[config.mk]
export PLATFORM = sky130hd
export DESIGN_NAME = tdm_audio_port
export DESIGN_NICKNAME = d
export VERILOG_FILES = /design/src/rtl/tdm_pkg.sv /design/src/rtl/tdm_edge_sync.sv /design/src/rtl/tdm_frame_ctrl.sv /design/src/rtl/tdm_rx_deser.sv /design/src/rtl/tdm_tx_ser.sv /design/src/rtl/tdm_audio_port.sv
export SDC_FILE = /design/constraint.sdc
export NUM_CORES = 1
export LEC_CHECK = 0
export ABC_AREA = 1
export BUFFER_PORTS_ARGS = -buffer_cell sky130_fd_sc_hd__buf_2
export CORE_MARGIN = 10
export CORE_UTILIZATION = 56
export DETAILED_ROUTE_END_ITERATION = 12
export PLACE_DENSITY_LB_ADDON = 0.12
export SYNTH_ARGS = -nofsm -noshare
export SYNTH_HDL_FRONTEND = slang
export SYNTH_SLANG_ARGS = --single-unit
[constraint.sdc]
create_clock -name clk -period 8.85 [get_ports clk]
set_clock_uncertainty 0.2 [all_clocks]
set_input_delay 0.4425 -clock clk [delete_from_list [all_inputs] [get_ports clk]]
set_output_delay 0.4425 -clock clk [all_outputs]
set_load 0.05 [all_outputs]
[src/rtl/tdm_pkg.sv]
package tdm_pkg;
  // Bit-clock events and aligned line samples, all in the system clock domain
  typedef struct packed {
    logic rise;
    logic fall;
    logic fs;
    logic dat;
  } tdm_evt_t;
endpackage

[src/rtl/tdm_edge_sync.sv]
module tdm_edge_sync
  import tdm_pkg::*;
#(
  parameter int STAGES = 2
) (
  input  logic     clk,
  input  logic     rst_n,
  input  logic     bclk_i,
  input  logic     fsync_i,
  input  logic     rxd_i,
  output tdm_evt_t evt_o
);
  localparam int TOP = STAGES - 1;

  logic [STAGES-1:0] b_sy, f_sy, d_sy;
  logic              b_q;

  always_ff @(posedge clk) begin
    if (!rst_n) begin
      b_sy <= '0;
      f_sy <= '0;
      d_sy <= '0;
      b_q  <= 1'b0;
    end else begin
      b_sy <= {b_sy[STAGES-2:0], bclk_i};
      f_sy <= {f_sy[STAGES-2:0], fsync_i};
      d_sy <= {d_sy[STAGES-2:0], rxd_i};
      b_q  <= b_sy[TOP];
    end
  end

  assign evt_o.rise = b_sy[TOP] & ~b_q;
  assign evt_o.fall = ~b_sy[TOP] & b_q;
  assign evt_o.fs   = f_sy[TOP];
  assign evt_o.dat  = d_sy[TOP];
endmodule

[src/rtl/tdm_frame_ctrl.sv]
module tdm_frame_ctrl #(
  parameter int SLOTS     = 8,
  parameter int SLOT_BITS = 32
) (
  input  logic                                 clk,
  input  logic                                 rst_n,
  input  logic                                 fall_i,
  input  logic                                 fs_i,
  output logic                                 active_o,
  output logic [$clog2(SLOTS*SLOT_BITS)-1:0]   bitcnt_o,
  output logic                                 frame_start_o,
  output logic                                 samp_o,
  output logic                                 frame_last_o
);
  localparam int CW = $clog2(SLOTS*SLOT_BITS);
  localparam logic [CW-1:0] LAST = CW'(SLOTS*SLOT_BITS - 1);

  logic fs_prev;

  assign frame_start_o = fall_i & fs_i & ~fs_prev;
  assign samp_o        = fall_i & active_o;
  assign frame_last_o  = samp_o & (bitcnt_o == LAST);

  always_ff @(posedge clk) begin
    if (!rst_n) begin
      fs_prev  <= 1'b0;
      active_o <= 1'b0;
      bitcnt_o <= '0;
    end else if (fall_i) begin
      fs_prev <= fs_i;
      if (frame_start_o) begin
        active_o <= 1'b1;
        bitcnt_o <= '0;
      end else if (active_o) begin
        if (bitcnt_o == LAST) begin
          active_o <= 1'b0;
          bitcnt_o <= '0;
        end else begin
          bitcnt_o <= bitcnt_o + 1'b1;
        end
      end
    end
  end

  AST_START_RESYNC: assert property (@(posedge clk) disable iff (!rst_n)
    frame_start_o |=> (active_o && bitcnt_o == '0));
  AST_COUNT_STEP: assert property (@(posedge clk) disable iff (!rst_n)
    (samp_o && !frame_start_o && bitcnt_o != LAST) |=> (bitcnt_o == $past(bitcnt_o) + 1'b1));
endmodule

[src/rtl/tdm_rx_deser.sv]
module tdm_rx_deser #(
  parameter int SLOTS     = 8,
  parameter int SLOT_BITS = 32
) (
  input  logic                                clk,
  input  logic                                rst_n,
  input  logic                                samp_i,
  input  logic                                dat_i,
  input  logic [$clog2(SLOTS*SLOT_BITS)-1:0]  bitcnt_i,
  input  logic [SLOTS-1:0]                    slot_en_i,
  input  logic                                frame_last_i,
  output logic [SLOTS*SLOT_BITS-1:0]          rx_frame_o,
  output logic                                frame_done_o
);
  localparam int CW = $clog2(SLOTS*SLOT_BITS);
  localparam int BW = $clog2(SLOT_BITS);

  logic [SLOT_BITS-1:0] words [SLOTS];
  logic [SLOT_BITS-2:0] shreg;
  logic [CW-BW-1:0]     slot;
  logic                 word_end;

  assign slot     = bitcnt_i[CW-1:BW];
  assign word_end = samp_i & (&bitcnt_i[BW-1:0]);

  always_ff @(posedge clk) begin
    if (!rst_n) begin
      shreg        <= '0;
      frame_done_o <= 1'b0;
      for (int s = 0; s < SLOTS; s++) words[s] <= '0;
    end else begin
      frame_done_o <= frame_last_i;
      if (samp_i) shreg <= {shreg[SLOT_BITS-3:0], dat_i};
      if (word_end && slot_en_i[slot]) words[slot] <= {shreg, dat_i};
    end
  end

  for (genvar g = 0; g < SLOTS; g++) begin : g_out
    assign rx_frame_o[g*SLOT_BITS +: SLOT_BITS] = words[g];
    AST_RX_MASKED_HOLD: assert property (@(posedge clk) disable iff (!rst_n)
      !slot_en_i[g] |=> $stable(words[g]));
  end

  AST_DONE_PULSE: assert property (@(posedge clk) disable iff (!rst_n)
    frame_done_o |=> !frame_done_o);
endmodule

[src/rtl/tdm_tx_ser.sv]
module tdm_tx_ser #(
  parameter int SLOTS     = 8,
  parameter int SLOT_BITS = 32
) (
  input  logic                                clk,
  input  logic                                rst_n,
  input  logic                                rise_i,
  input  logic                                active_i,
  input  logic [$clog2(SLOTS*SLOT_BITS)-1:0]  bitcnt_i,
  input  logic [SLOTS-1:0]                    slot_en_i,
  input  logic                                frame_start_i,
  input  logic                                tx_valid_i,
  input  logic [SLOTS*SLOT_BITS-1:0]          tx_frame_i,
  output logic                                tx_ready_o,
  output logic                                txd_o
);
  localparam int CW = $clog2(SLOTS*SLOT_BITS);
  localparam int BW = $clog2(SLOT_BITS);

  logic [SLOTS*SLOT_BITS-1:0] hold;
  logic [SLOT_BITS-1:0]       cur [SLOTS];
  logic                       full;
  logic [CW-BW-1:0]           slot;
  logic [BW-1:0]              msb_idx;

  assign slot       = bitcnt_i[CW-1:BW];
  assign msb_idx    = BW'(SLOT_BITS - 1) - bitcnt_i[BW-1:0];
  assign tx_ready_o = ~full;

  always_ff @(posedge clk) begin
    if (!rst_n) begin
      hold  <= '0;
      full  <= 1'b0;
      txd_o <= 1'b0;
      for (int s = 0; s < SLOTS; s++) cur[s] <= '0;
    end else begin
      if (tx_valid_i && !full) begin
        hold <= tx_frame_i;
        full <= 1'b1;
      end else if (frame_start_i) begin
        full <= 1'b0;
      end
      if (frame_start_i) begin
        for (int s = 0; s < SLOTS; s++)
          cur[s] <= full ? hold[s*SLOT_BITS +: SLOT_BITS] : '0;
      end
      if (rise_i) txd_o <= active_i & slot_en_i[slot] & cur[slot][msb_idx];
    end
  end

  AST_TX_EDGE_ONLY: assert property (@(posedge clk) disable iff (!rst_n)
    !rise_i |=> $stable(txd_o));
  AST_ACCEPT_FILLS: assert property (@(posedge clk) disable iff (!rst_n)
    (tx_valid_i && tx_ready_o) |=> !tx_ready_o);
  AST_TX_MASK_ZERO: assert property (@(posedge clk) disable iff (!rst_n)
    (rise_i && !slot_en_i[slot]) |=> !txd_o);
endmodule

[src/rtl/tdm_audio_port.sv]
module tdm_audio_port
  import tdm_pkg::*;
#(
  parameter int SLOTS       = 8,
  parameter int SLOT_BITS   = 32,
  parameter int SYNC_STAGES = 2
) (
  input  logic                       clk,
  input  logic                       rst_n,
  input  logic                       bclk_i,
  input  logic                       fsync_i,
  input  logic                       rxd_i,
  output logic                       txd_o,
  input  logic [SLOTS-1:0]           slot_en_i,
  input  logic                       tx_valid_i,
  output logic                       tx_ready_o,
  input  logic [SLOTS*SLOT_BITS-1:0] tx_frame_i,
  output logic [SLOTS*SLOT_BITS-1:0] rx_frame_o,
  output logic                       frame_done_o
);
  localparam int CW = $clog2(SLOTS*SLOT_BITS);

  tdm_evt_t        evt;
  logic            active, frame_start, samp, frame_last;
  logic [CW-1:0]   bitcnt;

  tdm_edge_sync #(.STAGES(SYNC_STAGES)) u_sync (
    .clk(clk), .rst_n(rst_n), .bclk_i(bclk_i), .fsync_i(fsync_i),
    .rxd_i(rxd_i), .evt_o(evt)
  );

  tdm_frame_ctrl #(.SLOTS(SLOTS), .SLOT_BITS(SLOT_BITS)) u_ctrl (
    .clk(clk), .rst_n(rst_n), .fall_i(evt.fall), .fs_i(evt.fs),
    .active_o(active), .bitcnt_o(bitcnt), .frame_start_o(frame_start),
    .samp_o(samp), .frame_last_o(frame_last)
  );

  tdm_rx_deser #(.SLOTS(SLOTS), .SLOT_BITS(SLOT_BITS)) u_rx (
    .clk(clk), .rst_n(rst_n), .samp_i(samp), .dat_i(evt.dat),
    .bitcnt_i(bitcnt), .slot_en_i(slot_en_i), .frame_last_i(frame_last),
    .rx_frame_o(rx_frame_o), .frame_done_o(frame_done_o)
  );

  tdm_tx_ser #(.SLOTS(SLOTS), .SLOT_BITS(SLOT_BITS)) u_tx (
    .clk(clk), .rst_n(rst_n), .rise_i(evt.rise), .active_i(active),
    .bitcnt_i(bitcnt), .slot_en_i(slot_en_i), .frame_start_i(frame_start),
    .tx_valid_i(tx_valid_i), .tx_frame_i(tx_frame_i),
    .tx_ready_o(tx_ready_o), .txd_o(txd_o)
  );
endmodule

==> results of run 1 <==
==> per-layer routing <==
metal | vias up | wire length, µm | global-route usage [%]
li1 | 11469 | - | -
met1 | 11352 | 33200 | 30.07
met2 | 968 | 45920 | 46.51
met3 | 161 | 6586 | 4.893
met4 | 0 | 3391 | 11.14
met5 | - | 0 | 0
==> cell type report <==
class,instances,area share [%]
timing repair buffer,750,12.46
multi-input combinational,1729,19.90
clock buffer,114,5.961
sequential,822,55.32
clock inverter,34,0.8241
antenna,1,0.006414
tap,748,2.399
inverter,320,3.117
==> placed cells by master (no fill, tap or decap), drive strengths merged <==
master       Yosys  layout
a211oi           2       2
a21oi          300     300
a221oi           1       1
buf             76     546
bufinv           0       6
clkbuf         127     115
clkinv          33      57
clkinvlp         0       2
dfxtp          310     310
diode            0       1
dlygate4sd3      0     203
edfxtp         512     512
ha               2       2
inv            287     289
nand2          372     372
nand3          225     225
nand4            6       6
nor2           521     521
nor3             4       4
nor4             1       1
o21ai          293     293
o22ai            2       2
==> registers in the layout, indices dropped and copies added, names as in the netlist, named ones only <==
signal and count:
u_tx.txd_o 1, u_sync.b_sy 2, u_sync.f_sy 2, u_tx.hold 256
u_rx.words 256, u_ctrl.bitcnt_o 8, u_rx.frame_done_o 1, u_tx.cur 256
u_rx.shreg 31, u_sync.b_q 1, u_ctrl.active_o 1, u_ctrl.fs_prev 1
u_sync.d_sy 2, u_tx.full 1
==> timing repair <==
item | in CTS | in global routing
hold endpoints to repair | 203 | 0
setup buffers | 0 | 0
hold buffers | 203 | 0
==> Yosys cell counts (3+ instances only) <==
cell type and number:
sky130_fd_sc_hd__nor2_1 519, sky130_fd_sc_hd__edfxtp_1 512, sky130_fd_sc_hd__nand2_1 370, sky130_fd_sc_hd__dfxtp_1 310, sky130_fd_sc_hd__a21oi_1 299, sky130_fd_sc_hd__o21ai_0 291, sky130_fd_sc_hd__inv_1 281, sky130_fd_sc_hd__nand3_1 222
sky130_fd_sc_hd__clkbuf_1 127, sky130_fd_sc_hd__buf_2 39, sky130_fd_sc_hd__clkinv_1 33, sky130_fd_sc_hd__buf_6 26, sky130_fd_sc_hd__buf_1 11, sky130_fd_sc_hd__nand4_4 6, sky130_fd_sc_hd__inv_2 5, sky130_fd_sc_hd__nor3_1 4
sky130_fd_sc_hd__nand3_4 3
==> per-stage QoR <==
step | util (%) | total power, W
finish | 70.41 | 0.008549
global route | 70.40 | 0.008828
CTS | 70.40 | 0.008595
detailed placement | 61.96 | 0.005147
global placement | 61.96 | 0.005128
floorplan | - | 0.004910
==> logic make-up (layout without fill, tap and decap cells) <==
group / after synthesis / in the layout
DFF: 822 / 822
other: 0 / 1
adders and majority gates: 2 / 2
and+or+nand+nor: 1129 / 1129
buffers and inverters: 523 / 1218
AOI/OAI and AO/OA: 598 / 598
==> power breakdown <==
| group | switching [W] | internal [W] | total, W |
|---|---|---|---|
| Clock | 0.00140 | 0.00201 | 0.00341 |
| Combinational | 0.000566 | 0.000228 | 0.000793 |
| Sequential | 0.0000695 | 0.00428 | 0.00435 |
| Total | 0.00204 | 0.00651 | 0.00855 |
==> worst paths after layout <==
kind | startpoint | depth (start not counted) | end | slack (ns)
min reg2reg | u_sync.d_sy[0] | 2 | u_sync.d_sy[1] | 0.21
max | u_sync.b_q | 8 | u_rx.words[4][1] | 4.86
min | tx_frame_i[82] | 3 | u_tx.hold[82] | 0.02
max reg2reg | u_sync.b_q | 8 | u_rx.words[4][1] | 4.86
==> worst max-delay path, cell delays in order (launching register included) <==
cell and delay (ns):
sky130_fd_sc_hd__dfxtp_1 0.30, sky130_fd_sc_hd__inv_1 0.04, sky130_fd_sc_hd__nor2_1 0.15, sky130_fd_sc_hd__inv_2 0.08, sky130_fd_sc_hd__nor2_4 0.94, sky130_fd_sc_hd__nand3_4 0.19, sky130_fd_sc_hd__nor2_8 0.36, sky130_fd_sc_hd__nand4_4 0.49
sky130_fd_sc_hd__nand2_2 0.81
==> results, run 1 <==
- The flow ran to the end, and the final reports show no timing, DRC or antenna violations.
- The share of synthesized registers carrying an async set or reset is 0%.
- After routing the design area is 39020 µm².
- The number of antenna violations at the first check in global routing is 1.
- The fmax is ~250 MHz.
- Setup repair after global routing left no endpoint under its margin.
- After detailed placement, the total cell area comes to around 34000 µm².
- The placement row count is between 80 and 90.
- The number of enable-type register cells in the synthesized netlist is just over 500.
- The sequential share of the synthesized area is between 60 and 70%.
- The count of pins over their slew limit is 0.
- The die is 257.3 µm wide.
- Summing the areas of all compound-gate instances in the mapped netlist gives 9.541% of the synthesized area.
- The total of flip-flops plus latches after synthesis is 822.
- The via-per-instance ratio is 5.301.
- The max capacitance violation total is 0.
- The synthesized netlist devotes 0.07937% of its cell area to adder and majority cells.
- The worst hold path belongs to the class in -> reg.
- The largest total area in the synthesized netlist belongs to sky130_fd_sc_hd__edfxtp_1.
- The number of top-level design ports is about 530.
- The die height is 257.3 µm.
- Hold is met by approximately 0.015 ns.
- The clock-pin slew on the worst setup and hold paths is 0.06 ns.
- The region available for standard cell placement spans 55420 µm².
- The area occupied by multi-input gates is 7766 µm².
- Setup violations remaining at the end of the flow were counted as 0.
- In the final layout, flip-flops and latches occupy 21590 µm².
- The number of nets with antenna violations after detailed routing is 0.
- The clock tree buffer depth is 3.
- CTS built an H-tree with a depth of 3.
- In this run the biggest area consumer among cell types represents 48.77% of the synthesized area.
- The mapped cell area is 31530 µm².
- The non-filler instance count after layout is approximately 4500.
- Across the VDD grid, the largest voltage drop is 0.1475 mV.
- Measured against the total synthesized area, the mux share comes to 0%.
- The average wire per cell in the routed design is 19.72 µm.
- The total power density per cell area is between 200 and 250 nW/µm².
- The area of the die is 66190 µm².
- The simple-gate area share of the yosys netlist is roughly 15%.
- Measured against its own limit, the worst slew margin works out to 15.53%.
- The post-DP HPWL is slightly below 60000 µm.
- The largest driver fanout on the critical path is 68.
- The accumulated negative setup slack is 0 ns.
- The buffer type at the clock tree root is sky130_fd_sc_hd__clkbuf_16.
- The worst path in the final design needs a cycle of 3.988 ns, including I/O delays and setup.
- Global routing used 26.02% of the available tracks.
- The leakage power of the design is 15.10 nW.
- The number of gates resized after CTS was 0.
- The starting density of the core is between 50% and 60%.
- The total overflow reported by the global router is 0.
- Data arrives at the worst endpoint at 4.03 ns.
- The worst setup path is captured at a register.
- The via count of the first global-routing pass was 23668.
- The most used flip-flop cell after synthesis is sky130_fd_sc_hd__edfxtp_1.
- The cell count after placement is 4166.
- The total number of clock tree sinks is 822.
- The count of unresolved DRC violations after routing is 0.
- The number of buffers created by CTS is 80.
- The critical path in this run is classified as reg -> reg.
- The ratio of cells with drive above 1 in the final layout is 18.44%.
- In the finished design, the share of the clock period the worst path needs comes to about 45%.
- The number of nets in the synthesized netlist is 3346.
- The distinct cell type count after synthesis is 28.
- A synthesized cell averages 10.26 µm².
- For the worst-skew pair, the clock arrives at the later sink with an insertion delay of 0.62 ns.
- The first detailed-routing pass took 6 iterations.
- Ranked by total cell area, the synthesized netlist is headed by sky130_fd_sc_hd__edfxtp_1, sky130_fd_sc_hd__dfxtp_1, sky130_fd_sc_hd__nor2_1.
- Data on the critical path is required at its endpoint by ~9 ns.
- The warning count from the yosys run is 0.
- The pin slew with the least headroom to its limit is 1.264 ns.
- The worst-case setup margin in the final layout is 4.862 ns.
- The total count of hold-check failures in the final report is 0.
- The via count of the routed design is around 24000.
- The TritonCTS clock tree is yes.
- The count of mapped cells out of synthesis is 3074.
- Input and output buffers added on the ports amount to 528.
- The main combinational cell family by area after synthesis is simple AND/OR/NAND/NOR gates.
- The sort of element at the start of the critical path is a register.
- The number of filler cells placed in the layout is 4052.
- After the first detailed-routing iteration, the DRC count stood at around 2200.
- The first global-routing pass estimated 134600 µm of wire.
- Summed over all layers, the routed wires come to ~90000 µm.
- The worst setup slack before clock tree synthesis is 4.850 ns.
- The maximum number of pins on one net before global-route repair is 244.
- From synthesis to final layout, the design area changed by 23.76%.
- The number of nets in the finished design is 3975.
- Routability-driven placement finished with a final weighted congestion of 0.8621.
- The XOR/XNOR share of the synthesized area is 0%.
Note: power is estimated with default switching activity, not from simulation.
==> run 2: changes to the inputs <==
--- a/config.mk
+++ b/config.mk
@@ -8,7 +8,7 @@
 export ABC_AREA = 1
 export BUFFER_PORTS_ARGS = -buffer_cell sky130_fd_sc_hd__buf_2
 export CORE_MARGIN = 10
-export CORE_UTILIZATION = 56
+export CORE_UTILIZATION = 51
 export DETAILED_ROUTE_END_ITERATION = 12
 export PLACE_DENSITY_LB_ADDON = 0.12
 export SYNTH_ARGS = -nofsm -noshare
==> constraint.sdc (replaced) <==
create_clock -name clk -period 3.3 [get_ports clk]
set_clock_uncertainty 0.2 [all_clocks]
set_input_delay 0.165 -clock clk [delete_from_list [all_inputs] [get_ports clk]]
set_output_delay 0.165 -clock clk [all_outputs]
set_load 0.05 [all_outputs]
==> results, run 2 (synthesis results as in run 1) <==
- The worst-case setup margin in the final layout is 0.3246 ns.
- The number of H-tree levels is 3.
- The total placed instance area is 34840 µm².
- The worst hold slack is ~0.07 ns.
- Cells with a size suffix above 1 make up 19.05% of the layout.
- The category of cells accounting for the largest share of critical-path delay is buffers and inverters.
- The fmax is between 300 and 400 MHz.
- For the pin with the worst max-slew slack, the measured transition is 1.012 ns.
- The multi-input combinational cells in the finished layout cover a total of 7777 µm².
- The startpoint identified for the worst register-to-register timing path is u_tx.full.
- The clock-pin slew on the worst setup and hold paths is roughly 0.060 ns.
- The routed design has 94310 µm of wire.
- The library cells used most frequently in the layout, excluding fill and tap cells, are sky130_fd_sc_hd__buf_2, sky130_fd_sc_hd__nor2_1, sky130_fd_sc_hd__edfxtp_1.
- Setup total negative slack on the finished layout was measured at 0 ns.
- For this design the top-level I/O count stands at approximately 530.
- The arrival time of data at the critical path endpoint is around 3.3 ns.
- The combined global-route utilization of all metal layers is between 20% and 30%.
- Combinational logic is responsible for 9.8% of the overall power.
- The TritonCTS clock tree is yes.
- After layout, the minimum clock period comes to 2.975 ns.
- The buffer type at the clock tree root is sky130_fd_sc_hd__clkbuf_16.
- After floorplanning, the core was divided into 91 placement rows.
- The number of buffers created by CTS is 83.
- The most numerous cell type found on the critical path is sky130_fd_sc_hd__dlygate4sd3_1.
- The kind of path behind the tightest hold check is in -> reg.
- Measured against its own limit, the worst slew margin works out to 32.56%.
- The clock network accounts for 41.2% of the total power.
- The die covers 72160 µm².
- Global routing finished with a remaining overflow of 0.
- The number of buffers and inverters on the critical path is 4.
- The internal cell power is 0.01801 W.
- The number of nets with antenna violations after detailed routing is 0.
- The weighted congestion at the end of routability-driven global placement is 0.8842.
- The die height is 268.6 µm.
- Of the total power, registers draw 49.0%.
- The post-cts sizing count is 0.
- The average wire per cell in the routed design is about 20 µm.
- The worst setup slack before clock tree synthesis is 0.6244 ns.
- The met2 capacity usage during global routing is 45.05%.
- The first-pass GRT wire length is 142500 µm.
- Leaving out fill and tap cells, the most frequent cell in the layout is sky130_fd_sc_hd__buf_2.
- The floorplan step set the die width to approximately 270 µm.
- The total count of hold-check failures in the final report is 0.
- The insertion delay of the later-clocked pin in the worst-skew pair is 0.63 ns.
- The count of final setup violators is 0.
- The clock tree buffer depth is 3.
- The number of nets in the finished design is 4138.
- Summing all flip-flop and latch instances after layout gives 21590 µm².
- The total number of clock tree sinks is 822.
- For this design the ratio of total power to cell area is ~580 nW/µm².
- The largest driver fanout on the critical path is 34.
- Across all layers, the routed design uses 24748 vias.
- The analysis attributes to cell leakage a power of 15.95 nW.
- The growth of design area from synthesis to finish is 30.09%.
- The core region is 61480 µm².
- Buffers placed on the I/O ports in this run total 528.
- Setup repair after global routing left no endpoint under its margin.
- Walking the worst path, the cells encountered are inv_1, nand2_4, buf_4, o21ai_0, dlygate4sd3_1, a21oi_1, dlygate4sd3_1.
- The count of unresolved DRC violations after routing is 0.
- Global routing used 30.09% of the available met1 tracks.
- The via-per-instance ratio is 5.223.
- The post-DP HPWL is 61880 µm.
- For this run, the slowest stage of the critical path takes 0.62 ns.
- The count of pins over their slew limit was 0.
- In the final layout, the registers with the most flip-flops are u_rx.words: 256 flops, u_tx.cur: 256 flops, u_tx.hold: 256 flops.
- The fraction of the cycle the final worst path needs is 90.16%.
- The initial utilization of the core area, before any placement, comes to 51.28%.
- The maximum number of pins on one net before global-route repair is 153.
- The pre-antenna-repair detailed-routing pass consisted of 6 iterations.
- The number of filler cells placed in the layout is 4702.
- The via count of the first global-routing pass is 25111.
- IR analysis of the VDD net gives a maximum drop of around 0.4 mV.
- The analysis attributes to net switching a power of 0.005751 W.
- After the first detailed-routing iteration, the DRC count stood at 2568.
- The total non-filler cell area in the finished layout is a little over 40000 µm².
- Of the total power, the share spent switching nets is 24.21%.
- The worst setup path is launched from a register.
- Max-cap violations in this run came to 0.
- The met3 track demand over resource in global routing is under 10%.
- The run finished with clean final reports.
- Tracing the worst setup path back leads to its startpoint at u_tx.full.
- The startpoint identified for the worst hold timing path is slot_en_i[2].
- The number of antenna violations at the first check in global routing is 9.
- The busiest layer in global routing is met2.
- The element type at the critical path end is a register.
- The largest individual stage delay along the critical path comes from the cell sky130_fd_sc_hd__dlygate4sd3_1.
- The start-to-end type of the worst setup path is reg -> reg.
- Data on the critical path is required at its endpoint by 3.66 ns.
[run 2: layer usage]
| layer | wire length (µm) | share of wire [%] |
|---|---|---|
| met1 | 36130 | 38 |
| met5 | 0 | 0 |
| met4 | 3326 | 3.5 |
| met3 | 6792 | 7.2 |
| met2 | 48070 | 51 |
[run 2: area by class of cell]
type,instances,area share (%)
flip-flops and latches,822,52.63
well taps,790,2.410
repair buffers,910,15.93
diodes,11,0.06712
clock inverters,38,0.9580
inverters,320,2.965
multi-input cells,1729,18.96
clock buffers,118,6.068
[run 2: power groups by stage]
| stage | Sequential (W) | Clock [W] | Combinational (W) |
|---|---|---|---|
| after floorplan | 0.0124 | 0 | 0.000714 |
| after global placement | 0.0119 | 0 | 0.00194 |
| after detailed placement | 0.0119 | 0 | 0.00198 |
| after CTS | 0.0116 | 0.00989 | 0.00231 |
| after global routing | 0.0117 | 0.0103 | 0.00251 |
| final | 0.0117 | 0.00978 | 0.00233 |
[run 2: timing repair]
item | in CTS | in global routing
endpoints found under the hold margin | 262 | 0
buffers inserted | 0 | 0
hold buffers | 326 | 0
[run 2: worst min-delay path: cells and delay by family]
family | cells | cell delay, ns
buf+inv | 2 | 0.21
compound gates | 3 | 0.22
simple gates | 4 | 0.25
[run 2: worst paths after layout]
check             slack (ns)             end  cells past startpoint
hold reg to reg         0.24  u_sync.d_sy[1]                      2
setup / recovery        0.32  u_tx.hold[235]                      7
setup reg to reg        0.32  u_tx.hold[235]                      7
hold / removal          0.07      u_tx.txd_o                      9
[run 2: through the flow]
step / util (%) / power, W / std cells
after floorplan: - / 0.01314 / 3074
after global placement: 56.66 / 0.01380 / 4245
after detailed placement: 56.66 / 0.01385 / 4245
after CTS: 66.66 / 0.02385 / 4727
after global routing: 66.70 / 0.02454 / 4736
final: 66.70 / 0.02376 / 4738
